`src/rtl/i2s_format_rx_pkg.sv`:
```
package i2s_format_rx_pkg;

  typedef enum logic [1:0] {
    DEPTH_16  = 2'd0,
    DEPTH_24  = 2'd1,
    DEPTH_32  = 2'd2,
    DEPTH_UNK = 2'd3
  } depth_e;

  localparam int unsigned RATE_CODES = 8;

  // Nominal sample rate for a code: bit 0 family, bits 2:1 power-of-two multiplier.
  function automatic logic [63:0] code_rate_hz(input logic [2:0] code);
    logic [63:0] base;
    base = code[0] ? 64'd48000 : 64'd44100;
    return base << code[2:1];
  endfunction

  // Window bound in reference-clock cycles for a measurement of n frames.
  function automatic logic [63:0] window_bound(input logic [63:0] clk_hz,
                                               input logic [63:0] frames,
                                               input logic [63:0] tol_pct,
                                               input logic [2:0]  code,
                                               input bit          upper);
    logic [63:0] nom;
    nom = (clk_hz * frames) / code_rate_hz(code);
    if (upper) return (nom * (64'd100 + tol_pct)) / 64'd100;
    else       return (nom * (64'd100 - tol_pct)) / 64'd100;
  endfunction

endpackage

```
`src/rtl/i2s_pin_sync.sv`:
```
module i2s_pin_sync #(
  parameter int unsigned SYNC_STAGES = 2
) (
  input  logic clk,
  input  logic rst_n,
  input  logic bck_in,
  input  logic ws_in,
  input  logic sd_in,
  output logic bit_en,
  output logic ws_s,
  output logic sd_s
);
  localparam int unsigned LAST = SYNC_STAGES - 1;

  logic [2:0] chain [SYNC_STAGES];
  logic       bck_last;

  generate
    for (genvar s = 0; s < SYNC_STAGES; s++) begin : g_stage
      if (s == 0) begin : g_first
        always_ff @(posedge clk or negedge rst_n) begin
          if (!rst_n) chain[0] <= '0;
          else        chain[0] <= {bck_in, ws_in, sd_in};
        end
      end else begin : g_next
        always_ff @(posedge clk or negedge rst_n) begin
          if (!rst_n) chain[s] <= '0;
          else        chain[s] <= chain[s-1];
        end
      end
    end
  endgenerate

  always_ff @(posedge clk or negedge rst_n) begin
    if (!rst_n) bck_last <= 1'b0;
    else        bck_last <= chain[LAST][2];
  end

  assign bit_en = chain[LAST][2] & ~bck_last;
  assign ws_s   = chain[LAST][1];
  assign sd_s   = chain[LAST][0];
endmodule

```
`src/rtl/i2s_slot_deser.sv`:
```
module i2s_slot_deser #(
  parameter int unsigned WORD_W = 32,
  parameter int unsigned CNT_W  = 7
) (
  input  logic              clk,
  input  logic              rst_n,
  input  logic              bit_en,
  input  logic              ws_bit,
  input  logic              sd_bit,
  output logic              word_done,
  output logic [CNT_W-1:0]  word_len,
  output logic              frame_start,
  output logic              smp_stb,
  output logic [WORD_W-1:0] smp_left,
  output logic [WORD_W-1:0] smp_right
);
  localparam int unsigned IW = $clog2(WORD_W);

  logic              ws_prev_q, ws_prev_n;
  logic              cur_ch_q, cur_ch_n;
  logic              open_q, open_n;
  logic              lok_q, lok_n;
  logic [WORD_W-1:0] shreg_q, shreg_n;
  logic [WORD_W-1:0] lhold_q, lhold_n;
  logic [CNT_W-1:0]  bcnt_q, bcnt_n;
  logic              wdone_q, wdone_n;
  logic [CNT_W-1:0]  wlen_q, wlen_n;
  logic              fstart_q, fstart_n;
  logic              stb_q, stb_n;
  logic [WORD_W-1:0] left_q, left_n;
  logic [WORD_W-1:0] right_q, right_n;
  logic [IW-1:0]     pos;

  assign pos = IW'(WORD_W - 1) - IW'(bcnt_q);

  always_comb begin
    ws_prev_n = ws_prev_q;
    cur_ch_n  = cur_ch_q;
    open_n    = open_q;
    lok_n     = lok_q;
    shreg_n   = shreg_q;
    lhold_n   = lhold_q;
    bcnt_n    = bcnt_q;
    wlen_n    = wlen_q;
    left_n    = left_q;
    right_n   = right_q;
    wdone_n   = 1'b0;
    fstart_n  = 1'b0;
    stb_n     = 1'b0;
    if (bit_en) begin
      ws_prev_n = ws_bit;
      if (ws_prev_q != cur_ch_q) begin
        // channel boundary: close the running word, open a new one
        cur_ch_n = ws_prev_q;
        if (open_q) begin
          wdone_n = 1'b1;
          wlen_n  = bcnt_q;
          if (!cur_ch_q) begin
            lhold_n = shreg_q;
            lok_n   = 1'b1;
          end else if (lok_q) begin
            stb_n   = 1'b1;
            left_n  = lhold_q;
            right_n = shreg_q;
          end
        end
        if (cur_ch_q) lok_n = 1'b0;
        if (!ws_prev_q) fstart_n = 1'b1;
        open_n             = 1'b1;
        shreg_n            = '0;
        shreg_n[WORD_W-1]  = sd_bit;
        bcnt_n             = CNT_W'(1);
      end else begin
        if (bcnt_q < CNT_W'(WORD_W)) shreg_n[pos] = sd_bit;
        if (bcnt_q != '1) bcnt_n = bcnt_q + CNT_W'(1);
      end
    end
  end

  always_ff @(posedge clk or negedge rst_n) begin
    if (!rst_n) begin
      ws_prev_q <= 1'b0;
      cur_ch_q  <= 1'b0;
      open_q    <= 1'b0;
      lok_q     <= 1'b0;
      shreg_q   <= '0;
      lhold_q   <= '0;
      bcnt_q    <= '0;
      wdone_q   <= 1'b0;
      wlen_q    <= '0;
      fstart_q  <= 1'b0;
      stb_q     <= 1'b0;
      left_q    <= '0;
      right_q   <= '0;
    end else begin
      ws_prev_q <= ws_prev_n;
      cur_ch_q  <= cur_ch_n;
      open_q    <= open_n;
      lok_q     <= lok_n;
      shreg_q   <= shreg_n;
      lhold_q   <= lhold_n;
      bcnt_q    <= bcnt_n;
      wdone_q   <= wdone_n;
      wlen_q    <= wlen_n;
      fstart_q  <= fstart_n;
      stb_q     <= stb_n;
      left_q    <= left_n;
      right_q   <= right_n;
    end
  end

  assign word_done   = wdone_q;
  assign word_len    = wlen_q;
  assign frame_start = fstart_q;
  assign smp_stb     = stb_q;
  assign smp_left    = left_q;
  assign smp_right   = right_q;
endmodule

```
`src/rtl/i2s_depth_track.sv`:
```
module i2s_depth_track
  import i2s_format_rx_pkg::*;
#(
  parameter int unsigned CNT_W = 7
) (
  input  logic             clk,
  input  logic             rst_n,
  input  logic             word_done,
  input  logic [CNT_W-1:0] word_len,
  output depth_e           depth,
  output logic             depth_ok
);
  depth_e cls;
  depth_e cand_q, cand_n;
  logic   cok_q, cok_n;
  logic   ok_q, ok_n;

  always_comb begin
    if      (word_len < CNT_W'(16)) cls = DEPTH_UNK;
    else if (word_len < CNT_W'(24)) cls = DEPTH_16;
    else if (word_len < CNT_W'(32)) cls = DEPTH_24;
    else                            cls = DEPTH_32;
  end

  always_comb begin
    cand_n = cand_q;
    cok_n  = cok_q;
    ok_n   = ok_q;
    if (word_done) begin
      if (cls == DEPTH_UNK) begin
        cand_n = DEPTH_UNK;
        cok_n  = 1'b0;
        ok_n   = 1'b0;
      end else if (cok_q && cls == cand_q) begin
        ok_n = 1'b1;
      end else begin
        cand_n = cls;
        cok_n  = 1'b1;
        ok_n   = 1'b0;
      end
    end
  end

  always_ff @(posedge clk or negedge rst_n) begin
    if (!rst_n) begin
      cand_q <= DEPTH_UNK;
      cok_q  <= 1'b0;
      ok_q   <= 1'b0;
    end else begin
      cand_q <= cand_n;
      cok_q  <= cok_n;
      ok_q   <= ok_n;
    end
  end

  assign depth    = cand_q;
  assign depth_ok = ok_q;
endmodule

```
`src/rtl/i2s_rate_meter.sv`:
```
module i2s_rate_meter
  import i2s_format_rx_pkg::*;
#(
  parameter int unsigned CLK_HZ      = 98_304_000,
  parameter int unsigned MEAS_FRAMES = 4,
  parameter int unsigned TOL_PCT     = 2,
  parameter bit          HIGH_RATES  = 1'b1
) (
  input  logic       clk,
  input  logic       rst_n,
  input  logic       frame_start,
  output logic [2:0] rate_code,
  output logic       rate_ok,
  output logic       fam48_sel
);
  localparam logic [63:0] LIMIT64 =
    window_bound(64'(CLK_HZ), 64'(MEAS_FRAMES), 64'(TOL_PCT), 3'd0, 1'b1) + 64'd1;
  localparam int unsigned CW = $clog2(LIMIT64 + 64'd2);
  localparam int unsigned FW = $clog2(MEAS_FRAMES + 1);
  localparam logic [CW-1:0] LIMIT = CW'(LIMIT64);

  logic          run_q, run_n;
  logic [FW-1:0] fcnt_q, fcnt_n;
  logic [CW-1:0] cnt_q, cnt_n;
  logic [CW-1:0] meas;
  logic          done, fail;
  logic [RATE_CODES-1:0] hit;
  logic [2:0]    hit_code;
  logic [2:0]    cand_q, cand_n;
  logic          cok_q, cok_n;
  logic          ok_q, ok_n;
  logic          sel_q, sel_n;

  assign meas = cnt_q + CW'(1);

  generate
    for (genvar g = 0; g < RATE_CODES; g++) begin : g_win
      localparam logic [CW-1:0] LO =
        CW'(window_bound(64'(CLK_HZ), 64'(MEAS_FRAMES), 64'(TOL_PCT), 3'(g), 1'b0));
      localparam logic [CW-1:0] HI =
        CW'(window_bound(64'(CLK_HZ), 64'(MEAS_FRAMES), 64'(TOL_PCT), 3'(g), 1'b1));
      if (g >= 6 && !HIGH_RATES) begin : g_off
        assign hit[g] = 1'b0;
      end else begin : g_on
        assign hit[g] = (meas >= LO) && (meas <= HI);
      end
    end
  endgenerate

  always_comb begin
    hit_code = 3'd0;
    for (int i = 0; i < RATE_CODES; i++) begin
      if (hit[i]) hit_code = 3'(i);
    end
  end

  // window sequencing
  always_comb begin
    run_n  = run_q;
    fcnt_n = fcnt_q;
    cnt_n  = run_q ? cnt_q + CW'(1) : cnt_q;
    done   = 1'b0;
    fail   = 1'b0;
    if (frame_start) begin
      if (!run_q) begin
        run_n  = 1'b1;
        cnt_n  = '0;
        fcnt_n = '0;
      end else if (fcnt_q == FW'(MEAS_FRAMES - 1)) begin
        done   = 1'b1;
        cnt_n  = '0;
        fcnt_n = '0;
      end else begin
        fcnt_n = fcnt_q + FW'(1);
      end
    end else if (run_q && cnt_q == LIMIT) begin
      fail  = 1'b1;
      run_n = 1'b0;
      cnt_n = '0;
    end
  end

  // agreement and oscillator select
  always_comb begin
    cand_n = cand_q;
    cok_n  = cok_q;
    ok_n   = ok_q;
    if ((done && !(|hit)) || fail) begin
      cok_n = 1'b0;
      ok_n  = 1'b0;
    end else if (done) begin
      if (cok_q && hit_code == cand_q) begin
        ok_n = 1'b1;
      end else begin
        cand_n = hit_code;
        cok_n  = 1'b1;
        ok_n   = 1'b0;
      end
    end
    sel_n = ok_n ? cand_n[0] : sel_q;
  end

  always_ff @(posedge clk or negedge rst_n) begin
    if (!rst_n) begin
      run_q  <= 1'b0;
      fcnt_q <= '0;
      cnt_q  <= '0;
      cand_q <= '0;
      cok_q  <= 1'b0;
      ok_q   <= 1'b0;
      sel_q  <= 1'b0;
    end else begin
      run_q  <= run_n;
      fcnt_q <= fcnt_n;
      cnt_q  <= cnt_n;
      cand_q <= cand_n;
      cok_q  <= cok_n;
      ok_q   <= ok_n;
      sel_q  <= sel_n;
    end
  end

  assign rate_code = cand_q;
  assign rate_ok   = ok_q;
  assign fam48_sel = sel_q;
endmodule

```
`src/rtl/i2s_format_rx.sv`:
```
module i2s_format_rx
  import i2s_format_rx_pkg::*;
#(
  parameter int unsigned CLK_HZ      = 98_304_000,
  parameter int unsigned MEAS_FRAMES = 4,
  parameter int unsigned TOL_PCT     = 2,
  parameter bit          HIGH_RATES  = 1'b1,
  parameter int unsigned SYNC_STAGES = 2
) (
  input  logic        clk,
  input  logic        rst_n,
  input  logic        i2s_bck,
  input  logic        i2s_ws,
  input  logic        i2s_sd,
  output logic        smp_stb,
  output logic [31:0] smp_left,
  output logic [31:0] smp_right,
  output logic [1:0]  depth_code,
  output logic        depth_ok,
  output logic [2:0]  rate_code,
  output logic        rate_ok,
  output logic        fam48_sel
);
  localparam int unsigned WORD_W = 32;
  localparam int unsigned CNT_W  = $clog2(WORD_W) + 2;

  logic [1:0]       rst_pipe;
  logic             rst_int_n;
  logic             bit_en, ws_s, sd_s;
  logic             word_done, frame_start;
  logic [CNT_W-1:0] word_len;
  depth_e           depth;

  always_ff @(posedge clk or negedge rst_n) begin
    if (!rst_n) rst_pipe <= 2'b00;
    else        rst_pipe <= {rst_pipe[0], 1'b1};
  end
  assign rst_int_n = rst_pipe[1];

  i2s_pin_sync #(.SYNC_STAGES(SYNC_STAGES)) u_sync (
    .clk    (clk),
    .rst_n  (rst_int_n),
    .bck_in (i2s_bck),
    .ws_in  (i2s_ws),
    .sd_in  (i2s_sd),
    .bit_en (bit_en),
    .ws_s   (ws_s),
    .sd_s   (sd_s)
  );

  i2s_slot_deser #(.WORD_W(WORD_W), .CNT_W(CNT_W)) u_deser (
    .clk         (clk),
    .rst_n       (rst_int_n),
    .bit_en      (bit_en),
    .ws_bit      (ws_s),
    .sd_bit      (sd_s),
    .word_done   (word_done),
    .word_len    (word_len),
    .frame_start (frame_start),
    .smp_stb     (smp_stb),
    .smp_left    (smp_left),
    .smp_right   (smp_right)
  );

  i2s_depth_track #(.CNT_W(CNT_W)) u_depth (
    .clk       (clk),
    .rst_n     (rst_int_n),
    .word_done (word_done),
    .word_len  (word_len),
    .depth     (depth),
    .depth_ok  (depth_ok)
  );

  i2s_rate_meter #(
    .CLK_HZ      (CLK_HZ),
    .MEAS_FRAMES (MEAS_FRAMES),
    .TOL_PCT     (TOL_PCT),
    .HIGH_RATES  (HIGH_RATES)
  ) u_rate (
    .clk         (clk),
    .rst_n       (rst_int_n),
    .frame_start (frame_start),
    .rate_code   (rate_code),
    .rate_ok     (rate_ok),
    .fam48_sel   (fam48_sel)
  );

  assign depth_code = depth;
endmodule

```
`config.mk`:
```
export PLATFORM = sky130hd
export DESIGN_NAME = i2s_format_rx
export DESIGN_NICKNAME = d
export VERILOG_FILES = /design/src/rtl/i2s_format_rx_pkg.sv /design/src/rtl/i2s_pin_sync.sv /design/src/rtl/i2s_slot_deser.sv /design/src/rtl/i2s_depth_track.sv /design/src/rtl/i2s_rate_meter.sv /design/src/rtl/i2s_format_rx.sv
export SDC_FILE = /design/constraint.sdc
export NUM_CORES = 1
export LEC_CHECK = 0
export BUFFER_PORTS_ARGS = -buffer_cell sky130_fd_sc_hd__buf_2
export CAP_MARGIN = 20
export CORE_MARGIN = 4
export CORE_UTILIZATION = 25
export CTS_CLUSTER_DIAMETER = 120
export DETAILED_ROUTE_END_ITERATION = 7
export PLACE_DENSITY = 0.43
export SLEW_MARGIN = 20
export SYNTH_ARGS = -nofsm -noshare
export SYNTH_HDL_FRONTEND = slang
export SYNTH_SLANG_ARGS = --single-unit
```
`constraint.sdc`:
```
create_clock -name clk -period 6.31 [get_ports clk]
set_input_delay 0 -clock clk [delete_from_list [all_inputs] [get_ports clk]]
set_output_delay 0 -clock clk [all_outputs]
set_load 0.05 [all_outputs]
```
==> flow_summary.ini <==
[critical_path]
slowest_stage = dfrtp_1
cp.required_ps = 6630
critical_path.cell_chain = ha_1 -> buf_4 -> nand4_4 -> nor4_1 -> a211o_1 -> a21boi_1 -> a32oi_1 -> o32ai_1 -> a311oi_1 -> a31o_2 -> a211oi_2 -> mux2_4
path_max_fanout = 29
path_class = flop to flop
setup.worst_path.end_class = flop
start_kind = flop
cp_data_arrival_time_ps = 4510
cpPeakStageDelay_ps = 640

[clock_network]
cts_hold_buf = 5
numCtsBuffers = 17
clk_path_buf_depth = 2
clk_pin_slew_worst_paths_ps = 70
cts_resized = 0
clk_latency_ps = 430
root_buffer = clkbuf_16
cts_tree = built
cts.htree.levels = 4
clock_sinks = 183
cts_setup_buffers = 0

[global_route]
antenna_found_initial = 0
grt_pass1_wl_mm = 40.3
grt-ovfl-total = 0
grt_pass1_vias = 6778
grt_max_degree = 69
grt_use_total = 0.129

[route]
via_count = 6924
dr.pass1.iters = 5
drt-total-wl_mm = 25.6
final_antenna_net_count = 0
via_per_inst = 4.96
wl_per_cell_microns = 18.3
drtIter0Drc = 577
drc_errors = 0

[cells_and_area]
final_common_cell = dfrtp_1
fin_nets = 932
fillers = 3764
layout_common_cells = 180 x dfrtp_1, 103 x mux2_2, 86 x o21ai_0, 77 x buf_2, 52 x a21oi_1
design_area_sq_um = 10600
antenna_cells = 0
drive_gt1_frac = 0.264
syn_to_final_growth_pct = 15.2

[timing]
finClkSkew_ps = 13.8
finalSetupViolCount = 0
tightestPinTransition_ps = 982
fin_crit_ps = 4190
fin_crit_sh = 0.664
fin_tns_setup_ps = 0
hold_viol_final = 0
slew_headroom = 0.346
max_freq_mhz = 239
final_max_slew_viol_count = 0
rsz0062_at_grt = no

[worst_hold_path]
hp-class = input port to flop

[floorplanning]
io_pins = 78
core_sq_um = 36500
start_util = 0.253
die_h_microns = 200
dieArea_sq_um = 40000
die_w_microns = 200
rows = 70

[synthesis]
synthCells = 875
async_flop_share = 1.00
ys_types = 78
synth_simple_gate_area_frac = 0.138
synth-compound-area-share = 0.144
yosysTopAreaCell = dfrtp_1
syn_area_per_cell_sq_um = 10.5
synthMuxAreaShare = 0.136
synth_ff_type = dfrtp_1
synth-seq-cells = 183
synth_edf_count = 0
synth_area_leaders = dfrtp_1 49%, mux2_2 13%, o21ai_0 4.7%
syn_area_sq_um = 9220
synth-xor-area-share = 0.0304
synthesis.nets = 891
synth_seq_area_share = 0.497
yosysTopAreaCellShare = 0.491
synthAdderAreaFrac = 0.0149
synth_top_family_by_area = compound AO/OA/AOI/OAI gates
yosysWarnings = 0

[place]
placed_cell_area_sq_um = 9970
hpwl_mm = 17.3
gp_congestion = 0.904
portBuffers = 77

[power_and_ir_drop]
leakage_nw = 4.90
peakVddDrop_mv = 0.203
finalPower_w = 0.00385
p_per_area_nw_per_um2 = 363

[job]
cap_viol_max_count = 0

[status]
status = finished, final reports clean
==> routing by layer <==
| layer | vias up | wire length, microns | GRT usage |
|---|---|---|---|
| met5 | - | 0 | 0 |
| met4 | 0 | 406 | 0.0380 |
| met3 | 30 | 1110 | 0.0227 |
| met2 | 189 | 12200 | 0.204 |
| met1 | 3450 | 11900 | 0.181 |
| li1 | 3255 | - | - |
==> Yosys cell counts (all sizes together), types with 11 or more instances <==
cell / count
dfrtp: 181
mux2: 104
o21ai: 86
a21oi: 52
nor2: 51
clkbuf: 43
nand2: 43
nand3: 29
nor3: 26
buf: 24
inv: 19
xnor2: 17
and3: 15
xor2: 15
a31oi: 11
ha: 11
==> critical path, delay by kind of cell, from the launching register on <==
| family | cells | cell delay, ps |
|---|---|---|
| buf+inv | 1 | 310 |
| flops | 1 | 640 |
| compound gates | 7 | 1700 |
| mux | 1 | 320 |
| simple gates | 2 | 830 |
| fa+ha+maj | 1 | 260 |
==> worst paths after layout <==
path | cells past startpoint | end | start | slack [ps]
worst max-delay path | 12 | u_rate.fam48_sel | u_rate.cnt_q[1] | 2120
worst min-delay path | 2 | u_sync.chain[5] | i2s_bck | 200
worst max register to register | 12 | u_rate.fam48_sel | u_rate.cnt_q[1] | 2120
worst min register to register | 0 | u_sync.chain[2] | u_sync.chain[5] | 350
max in group asynchronous | 1 | u_deser.smp_left[28] | rst_pipe[1] | 4470
min in group asynchronous | 3 | rst_pipe[1] | rst_n | 410
==> area by class of cell <==
class / count / area, sq um / area share
repair buffers: 89 / 488 / 0.0459
inverters: 20 / 75.1 / 0.00707
clock buffers: 17 / 425 / 0.0400
well taps: 468 / 586 / 0.0551
multi-input cells: 605 / 4290 / 0.403
flip-flops and latches: 183 / 4590 / 0.432
clock inverters: 15 / 178 / 0.0167
==> flip-flops by register name, summed over array words and instances (netlist names), 2 cells and up <==
name and flops:
rst_pipe 2, u_depth.depth 2, u_deser.bcnt_q 7, u_deser.lhold_q 32, u_deser.shreg_q 32, u_deser.smp_left 32, u_deser.smp_right 32, u_deser.word_len 4
u_rate.cnt_q 14, u_rate.fcnt_q 3, u_rate.rate_code 3, u_sync.chain 4
==> per-stage QoR <==
| stage | hold WS (ps) | util | std cells | setup slack (ps) |
|---|---|---|---|---|
| after floorplan | -296 | - | 875 | 837 |
| after global routing | 196 | 0.291 | 1397 | 1840 |
| after global placement | -213 | 0.273 | 1360 | 2250 |
| after CTS | 160 | 0.291 | 1397 | 2190 |
| final | 197 | 0.291 | 1397 | 2120 |
| after detailed placement | -210 | 0.273 | 1360 | 2230 |
==> cells by family after synthesis <==
kind of cell / after synthesis
DFF: 183
and+or+nand+nor: 232
other: 1
AOI/OAI and AO/OA: 217
adders and majority gates: 11
xor gates and xnor gates: 32
muxes: 112
buffers and inverters: 87
==> power breakdown <==
group          total (W)  internal (W)  switching, W
combinational    0.00122      0.000405      0.000818
sequential       0.00155       0.00133      0.000220
clock            0.00108      0.000568      0.000517
total            0.00385       0.00230       0.00156
Power figures use the tool's default switching activity.
